$ cat src/rtl/pgwalk_pkg.sv
// Shared definitions for the page table walker: entry type encoding,
// walker states, error codes, entry bit positions and per-level index fields.
package pgwalk_pkg;

    localparam int DW = 32;
    localparam int VA_W = 32;
    localparam int PAGE_SHIFT = 12;
    localparam int PPN_LO = 8;
    localparam int REF_BIT = 5;
    localparam int MOD_BIT = 6;
    localparam int PERM_LO = 2;
    localparam int PERM_HI = 4;
    localparam int TOP_LVL = 3;

    // Virtual address field that indexes the table of each level (index 0 unused).
    localparam int LVL_IDX_HI [4] = '{0, 31, 23, 17};
    localparam int LVL_IDX_LO [4] = '{0, 24, 18, 12};

    typedef enum logic [1:0] {
        ET_INVALID = 2'd0,
        ET_DIR     = 2'd1,
        ET_LEAF    = 2'd2,
        ET_RSVD    = 2'd3
    } etype_e;

    typedef enum logic [1:0] {
        S_IDLE,
        S_READ,
        S_WB,
        S_RESP
    } wstate_e;

    localparam logic [2:0] ERR_NONE    = 3'd0;
    localparam logic [2:0] ERR_INVALID = 3'd1;
    localparam logic [2:0] ERR_STRUCT  = 3'd4;

endpackage

$ cat src/rtl/pgwalk_addr.sv
// Address arithmetic for the walker: root entry address, next-table entry
// address for each level, and the leaf-to-physical address per page size.
// Purely combinational. Assumes PA_W is at least 36 so that no shifted
// term is truncated.
module pgwalk_addr
    import pgwalk_pkg::*;
#(
    parameter int PA_W  = 36,
    parameter int CTX_W = 8
) (
    input  logic [VA_W-1:0]     va,
    input  logic [DW-1:0]       ctx_ptr,
    input  logic [CTX_W-1:0]    ctx_num,
    input  logic [DW-3:0]       desc_hi,
    input  logic [1:0]          dst_lvl,
    input  logic [DW-PPN_LO-1:0] leaf_ppn,
    input  logic [1:0]          leaf_lvl,
    output logic [PA_W-1:0]     root_ptr,
    output logic [PA_W-1:0]     next_ptr,
    output logic [PA_W-1:0]     leaf_pa
);

    logic [PA_W-1:0] tbl_base;
    logic [PA_W-1:0] page_base;
    logic [PA_W-1:0] tbl_ptr [1:TOP_LVL];
    logic [PA_W-1:0] lvl_pa  [1:TOP_LVL];

    // Root entry: base and slot are both in 16-byte units.
    assign root_ptr  = PA_W'({ctx_ptr, 4'b0000}) + PA_W'({ctx_num, 4'b0000});
    // Table base of a directory entry: its pointer field in 16-byte units.
    assign tbl_base  = PA_W'({desc_hi, 6'b000000});
    // Page base of a leaf: its page number field in 4 KB units.
    assign page_base = PA_W'({leaf_ppn, 12'h000});

    // Per-level index field and page offset width.
    for (genvar k = 1; k <= TOP_LVL; k++) begin : g_lvl
        localparam int HI = LVL_IDX_HI[k];
        localparam int LO = LVL_IDX_LO[k];
        assign tbl_ptr[k] = tbl_base + PA_W'({va[HI:LO], 2'b00});
        assign lvl_pa[k]  = page_base + PA_W'(va[LO-1:0]);
    end

    // Pick the next entry address for the level about to be read.
    always_comb begin
        case (dst_lvl)
            2'd1:    next_ptr = tbl_ptr[1];
            2'd2:    next_ptr = tbl_ptr[2];
            2'd3:    next_ptr = tbl_ptr[3];
            default: next_ptr = '0;
        endcase
    end

    // Pick the physical address for the level where the leaf was found.
    always_comb begin
        case (leaf_lvl)
            2'd1:    leaf_pa = lvl_pa[1];
            2'd2:    leaf_pa = lvl_pa[2];
            2'd3:    leaf_pa = lvl_pa[3];
            default: leaf_pa = '0;
        endcase
    end

endmodule

$ cat src/rtl/pgwalk_ctrl.sv
// Walk sequencer: accepts a request, reads one entry per level over a
// single-outstanding word port, decodes entry types, performs the
// referenced/modified write-back and issues a one-cycle response.
// Assumes mem_rdata is valid in the cycle mem_ready accepts a read.
module pgwalk_ctrl
    import pgwalk_pkg::*;
#(
    parameter int PA_W = 36
) (
    input  logic               clk,
    input  logic               rst_n,
    input  logic               req_valid,
    output logic               req_ready,
    input  logic [VA_W-1:0]    req_vaddr,
    input  logic               req_write,
    input  logic               cfg_enable,
    input  logic [PA_W-1:0]    root_ptr,
    input  logic [PA_W-1:0]    next_ptr,
    input  logic [PA_W-1:0]    leaf_pa,
    output logic [VA_W-1:0]    va_q,
    output logic [1:0]         dst_lvl,
    output logic [DW-1:0]      entry_q,
    output logic [1:0]         lvl_q,
    output logic               mem_valid,
    input  logic               mem_ready,
    output logic               mem_write,
    output logic [PA_W-1:0]    mem_addr,
    output logic [DW-1:0]      mem_wdata,
    input  logic [DW-1:0]      mem_rdata,
    output logic               rsp_valid,
    output logic               rsp_bypass,
    output logic [2:0]         rsp_err,
    output logic [1:0]         rsp_level,
    output logic [2:0]         rsp_perm,
    output logic [PA_W-1:0]    rsp_paddr
);

    wstate_e         state;
    logic [PA_W-1:0] ptr_q;
    logic            wr_q;
    logic            bypass_q;
    logic [2:0]      err_q;
    logic            need_wb;
    logic [DW-1:0]   upd_entry;

    // Level whose table the next read indexes.
    assign dst_lvl = lvl_q + 2'd1;

    // Update rule for a leaf just read: referenced always, modified on write.
    assign need_wb   = !mem_rdata[REF_BIT] || (wr_q && !mem_rdata[MOD_BIT]);
    always_comb begin
        upd_entry          = mem_rdata;
        upd_entry[REF_BIT] = 1'b1;
        upd_entry[MOD_BIT] = mem_rdata[MOD_BIT] | wr_q;
    end

    // Walk state machine and captured request/entry state.
    always_ff @(posedge clk) begin
        if (!rst_n) begin
            state    <= S_IDLE;
            ptr_q    <= '0;
            va_q     <= '0;
            wr_q     <= 1'b0;
            bypass_q <= 1'b0;
            err_q    <= ERR_NONE;
            lvl_q    <= 2'd0;
            entry_q  <= '0;
        end else begin
            case (state)
                S_IDLE: begin
                    if (req_valid) begin
                        va_q     <= req_vaddr;
                        wr_q     <= req_write;
                        err_q    <= ERR_NONE;
                        lvl_q    <= 2'd0;
                        bypass_q <= !cfg_enable;
                        ptr_q    <= root_ptr;
                        state    <= cfg_enable ? S_READ : S_RESP;
                    end
                end
                S_READ: begin
                    if (mem_ready) begin
                        case (etype_e'(mem_rdata[1:0]))
                            ET_INVALID: begin
                                err_q <= ERR_INVALID;
                                state <= S_RESP;
                            end
                            ET_RSVD: begin
                                err_q <= ERR_STRUCT;
                                state <= S_RESP;
                            end
                            ET_DIR: begin
                                if (lvl_q == 2'(TOP_LVL)) begin
                                    err_q <= ERR_STRUCT;
                                    state <= S_RESP;
                                end else begin
                                    ptr_q <= next_ptr;
                                    lvl_q <= dst_lvl;
                                end
                            end
                            default: begin
                                if (lvl_q == 2'd0) begin
                                    err_q <= ERR_STRUCT;
                                    state <= S_RESP;
                                end else begin
                                    entry_q <= upd_entry;
                                    state   <= need_wb ? S_WB : S_RESP;
                                end
                            end
                        endcase
                    end
                end
                S_WB: begin
                    if (mem_ready) state <= S_RESP;
                end
                default: state <= S_IDLE;
            endcase
        end
    end

    // Memory port driven straight from registered state.
    assign mem_valid = (state == S_READ) || (state == S_WB);
    assign mem_write = (state == S_WB);
    assign mem_addr  = ptr_q;
    assign mem_wdata = entry_q;

    // Response outputs, masked when no leaf applies.
    assign req_ready  = (state == S_IDLE);
    assign rsp_valid  = (state == S_RESP);
    assign rsp_bypass = bypass_q;
    assign rsp_err    = err_q;
    assign rsp_level  = (bypass_q || err_q != ERR_NONE) ? 2'd0 : lvl_q;
    assign rsp_perm   = (bypass_q || err_q != ERR_NONE) ? 3'd0 : entry_q[PERM_HI:PERM_LO];
    assign rsp_paddr  = bypass_q ? PA_W'(va_q) : ((err_q != ERR_NONE) ? '0 : leaf_pa);

    assert_hold_req_R9: assert property (@(posedge clk) disable iff (!rst_n)
        (mem_valid && !mem_ready) |=> (mem_valid && $stable(mem_addr)
                                       && $stable(mem_write) && $stable(mem_wdata)));

    assert_bypass_quiet_R1: assert property (@(posedge clk) disable iff (!rst_n)
        (req_valid && req_ready && !cfg_enable) |=> (!mem_valid && rsp_valid && rsp_bypass));

    assert_err_code_R6: assert property (@(posedge clk) disable iff (!rst_n)
        rsp_valid |-> (rsp_err == ERR_NONE || rsp_err == ERR_INVALID || rsp_err == ERR_STRUCT));

    assert_wb_ref_R7: assert property (@(posedge clk) disable iff (!rst_n)
        (mem_valid && mem_write) |-> (mem_wdata[REF_BIT] && mem_wdata[1:0] == ET_LEAF));

    assert_single_rsp_R11: assert property (@(posedge clk) disable iff (!rst_n)
        rsp_valid |=> (!rsp_valid && req_ready));

    assert_ok_level_R10: assert property (@(posedge clk) disable iff (!rst_n)
        (rsp_valid && rsp_err == ERR_NONE && !rsp_bypass) |-> (rsp_level != 2'd0));

endmodule

$ cat src/rtl/pgwalk_top.sv
// Top of the page table walker: joins the walk sequencer to the address
// arithmetic. One translation in flight at a time.
module pgwalk_top
    import pgwalk_pkg::*;
#(
    parameter int PA_W  = 36,
    parameter int CTX_W = 8
) (
    input  logic               clk,
    input  logic               rst_n,
    input  logic               req_valid,
    output logic               req_ready,
    input  logic [31:0]        req_vaddr,
    input  logic               req_write,
    input  logic               cfg_enable,
    input  logic [31:0]        cfg_ctx_ptr,
    input  logic [CTX_W-1:0]   cfg_ctx_num,
    output logic               mem_valid,
    input  logic               mem_ready,
    output logic               mem_write,
    output logic [PA_W-1:0]    mem_addr,
    output logic [31:0]        mem_wdata,
    input  logic [31:0]        mem_rdata,
    output logic               rsp_valid,
    output logic               rsp_bypass,
    output logic [2:0]         rsp_err,
    output logic [1:0]         rsp_level,
    output logic [2:0]         rsp_perm,
    output logic [PA_W-1:0]    rsp_paddr
);

    logic [PA_W-1:0] root_ptr;
    logic [PA_W-1:0] next_ptr;
    logic [PA_W-1:0] leaf_pa;
    logic [VA_W-1:0] va_q;
    logic [1:0]      dst_lvl;
    logic [1:0]      lvl_q;
    logic [DW-1:0]   entry_q;

    pgwalk_addr #(.PA_W(PA_W), .CTX_W(CTX_W)) u_addr (
        .va       (va_q),
        .ctx_ptr  (cfg_ctx_ptr),
        .ctx_num  (cfg_ctx_num),
        .desc_hi  (mem_rdata[DW-1:2]),
        .dst_lvl  (dst_lvl),
        .leaf_ppn (entry_q[DW-1:PPN_LO]),
        .leaf_lvl (lvl_q),
        .root_ptr (root_ptr),
        .next_ptr (next_ptr),
        .leaf_pa  (leaf_pa)
    );

    pgwalk_ctrl #(.PA_W(PA_W)) u_ctrl (
        .clk        (clk),
        .rst_n      (rst_n),
        .req_valid  (req_valid),
        .req_ready  (req_ready),
        .req_vaddr  (req_vaddr),
        .req_write  (req_write),
        .cfg_enable (cfg_enable),
        .root_ptr   (root_ptr),
        .next_ptr   (next_ptr),
        .leaf_pa    (leaf_pa),
        .va_q       (va_q),
        .dst_lvl    (dst_lvl),
        .entry_q    (entry_q),
        .lvl_q      (lvl_q),
        .mem_valid  (mem_valid),
        .mem_ready  (mem_ready),
        .mem_write  (mem_write),
        .mem_addr   (mem_addr),
        .mem_wdata  (mem_wdata),
        .mem_rdata  (mem_rdata),
        .rsp_valid  (rsp_valid),
        .rsp_bypass (rsp_bypass),
        .rsp_err    (rsp_err),
        .rsp_level  (rsp_level),
        .rsp_perm   (rsp_perm),
        .rsp_paddr  (rsp_paddr)
    );

endmodule

$ cat config.mk
export PLATFORM = sky130hd
export DESIGN_NAME = pgwalk_top
export DESIGN_NICKNAME = d
export VERILOG_FILES = /design/src/rtl/pgwalk_pkg.sv /design/src/rtl/pgwalk_addr.sv /design/src/rtl/pgwalk_ctrl.sv /design/src/rtl/pgwalk_top.sv
export SDC_FILE = /design/constraint.sdc
export NUM_CORES = 1
export LEC_CHECK = 0
export CAP_MARGIN = 20
export CORE_ASPECT_RATIO = 1.75
export CORE_MARGIN = 3
export CORE_UTILIZATION = 41
export CTS_CLUSTER_SIZE = 12
export DETAILED_ROUTE_END_ITERATION = 7
export DONT_BUFFER_PORTS = 1
export HOLD_SLACK_MARGIN = 0.15
export SLEW_MARGIN = 10
export SYNTH_ARGS = -nofsm -noshare
export SYNTH_HDL_FRONTEND = slang
export SYNTH_SLANG_ARGS = --single-unit
$ cat constraint.sdc
create_clock -name clk -period 6 [get_ports clk]
set_input_delay 0.3 -clock clk [delete_from_list [all_inputs] [get_ports clk]]
set_output_delay 0.3 -clock clk [all_outputs]
set_load 0.01 [all_outputs]
==> flow_metrics.tcl <==
set metrics [dict create \
    status "complete, no violations" \
    place.gp.congestion 0.930 \
    final_max_slew_viol_count 0 \
    max_freq_mhz 269 \
    async_flop_share 0 \
    crit_type "reg -> out" \
    netlist-cell-type-count 74 \
    root_buffer "clkbuf_16" \
    htreeDepth 3 \
    synth_fa_ha_area_frac 0.0698 \
    drv_cap 0 \
    yosysSeqAreaShare 0.283 \
    syn_inst 980 \
    cp_max_fo 8 \
    area_growth_pct 13.9 \
    worst_ir_drop_vdd_mv 0.136 \
    antenna_found_initial 0 \
    p_leak_uw 0.00323 \
    ys_seq_elements 106 \
    synth_top_family_by_area "compound AO/OA/AOI/OAI gates" \
    synth_area_sq_mm 0.00749 \
    core-area_sq_mm 0.0177 \
    synth_top_cell_by_area "dfxtp_1" \
    critPathLaunch "u_ctrl.entry_q[8]$_SDFFE_PN0P_" \
    synth_edf_count 0 \
    grt-ovfl-total 0 \
    synth_simple_gate_area_share 0.243 \
    finish.net_count 1143 \
    clk_path_buf_depth 2 \
    finalCritPeriodShare 0.619 \
    hp-start "cfg_ctx_ptr[13]" \
    r2r-start "u_ctrl.lvl_q[0]$_SDFFE_PN0P_" \
    num_rows 64 \
    worstSetupStartpointType "flip-flop" \
    layout-drive-gt1-share 0.0541 \
    fp.dieW_microns 108 \
    synth_ff_type "dfxtp_1" \
    n_fill_cell 1770 \
    worst_pin_slew_ps 1120 \
    max_slew_margin 0.252 \
    grt_pass1_vias 7007 \
    r2r_cells 12 \
    avgViaCountPerCell 5.69 \
    ant_nets 0 \
    reg2reg_slack_ps 2720 \
    cp.arrival_ps 3410 \
    hold_viol 0 \
    numPortBuffers 0 \
    synthDominantCellAreaShare 0.283 \
    dp_slack_ps 2670 \
    track_usage 0.251 \
    cts_buffers 9 \
    rsz0062_at_grt "no" \
    place_hpwl_microns 19300 \
    rr_endpoint "u_ctrl.mem_addr[34]$_SDFFE_PN0P_" \
    hold_end "u_ctrl.mem_addr[17]$_SDFFE_PN0P_" \
    cts_resized 0 \
    fin_skew_ps 8.64 \
    worst_slack_ps 2290 \
    ys_top_cells_by_count "nand2_1 (182), dfxtp_1 (106), a21boi_0 (66)" \
    finalSetupViolCount 0 \
    synth_mux_area_frac 0.00284 \
    synth_compound_gate_area_share 0.258 \
    post-route-min-period_ps 3710 \
    die_h_microns 185 \
    power_uw 2600 \
    ys_warn_count 0 \
    io_pins 227 \
    clkLatencyLatePin_ps 350 \
    cp-end-kind "primary output" \
    dieArea_sq_mm 0.0200 \
    worstPathRequired_ps 5700 \
    synth_xor_area_frac 0.0713 \
    clock_sinks 106 \
    post-synth-top-count-cell "nand2_1" \
    post_cts_buffers 0 \
    drt_iter0_markers 462 \
    hold_buffers 70 \
    hold_depth 3 \
    drt-total-wl_microns 25700 \
    start_util 0.423 \
    cts_tree "done" \
    grt_max_degree 107 \
    detail_route.wl_per_cell_microns 20.9 \
    drtPass1Iterations 5 \
    path_clk_slew_ps 70 \
    fin_setup_tns_ps 0 \
    synth_area_leaders "dfxtp_1 (28%), nand2_1 (9.1%), a21boi_0 (6.6%), ha_1 (6.2%), o21ai_0 (4.1%)" \
    power.density_mw_per_mm2 305 \
    via_count 6992 \
    grt_pass1_wl_microns 38600 \
    antenna_cells 0 \
    syn_avg_cell_area_sq_um 7.64 \
    hold_path.class "in -> reg" \
    drc 0 \
]
==> critical path, stage by stage, from the launching register on <==
cell      delay, ps
dfxtp_1         460
ha_1            230
inv_1            60
fa_1            370
nand2b_1        210
a21oi_1         300
o21ai_1         200
o21ai_2         310
nand3_1         150
o311ai_0        760
==> metrics by stage <==
stage	instance area, sq um	hold slack (ps)	utilization	cells
finish	8530	163	0.482	1229
global route	8530	193	0.482	1229
CTS	8520	156	0.481	1228
detailed placement	7470	448	0.422	1142
global placement	7440	435	0.421	1140
floorplan	7500	439	-	982
==> per-layer routing <==
layer | part of all wire | GRT usage | up-vias
met5 | 0 | 0 | -
met4 | 0.055 | 0.134 | 0
met3 | 0.072 | 0.0621 | 78
met2 | 0.52 | 0.465 | 285
met1 | 0.36 | 0.253 | 3204
li1 | - | - | 3425
==> state kept, by name (all words and copies together), names as in the netlist <==
name and cells:
u_ctrl.state 2, u_ctrl.mem_addr 34, u_ctrl.va_q 32, u_ctrl.rsp_err 2, u_ctrl.entry_q 32, u_ctrl.lvl_q 2
u_ctrl.wr_q 1, u_ctrl.rsp_bypass 1
==> logic make-up after synthesis <==
family	after synthesis
flops	106
compound gates	286
other cells	1
buf+inv	113
simple gates	371
fa+ha+maj	40
mux	2
xor+xnor	61
==> where the power goes <==
| part | internal (uW) | leakage (uW) | switching, uW | total [uW] |
|---|---|---|---|---|
| clock | 381 | 0.000160 | 282 | 663 |
| sequential | 850 | 0.000867 | 178 | 1030 |
| combinational | 334 | 0.00220 | 575 | 909 |
==> placed cells by master (no fill, tap or decap), types with 10 or more instances in the layout <==
cell type	count
o211a_1	10
dlygate4sd3_1	69
a21boi_0	66
and2_1	14
xor2_1	28
o21ai_0	61
nor2_1	39
a21oi_1	53
ha_1	37
nand2b_1	11
nand2_1	182
inv_1	31
nor2b_1	27
nor3_1	12
nand3_1	31
dfxtp_1	106
a22oi_1	22
xnor2_1	33
nand4_1	12
==> layout make-up <==
cell class / count / area [sq um] / area share
multi-input cells: 763 / 4850 / 0.569
clock inverters: 5 / 86.3 / 0.0101
well taps: 231 / 289 / 0.0339
inverters: 32 / 120 / 0.0141
flip-flops and latches: 106 / 2120 / 0.249
repair buffers: 81 / 816 / 0.0957
clock buffers: 11 / 243 / 0.0285
==> how the worst max path moves through the flow <==
| stage | end | slack (ps) | cells past startpoint |
|---|---|---|---|
| 3_5_place_dp | rsp_paddr[28] | 2670 | 9 |
| 6_report | rsp_paddr[28] | 2290 | 9 |
| 3_3_place_gp | rsp_paddr[28] | 2730 | 9 |
| 5_1_grt | rsp_paddr[28] | 2020 | 9 |
| 4_1_cts | rsp_paddr[28] | 2280 | 9 |
| 2_1_floorplan | u_ctrl.mem_addr[34]$_SDFFE_PN0P_ | 3040 | 13 |
Power figures use the tool's default switching activity.
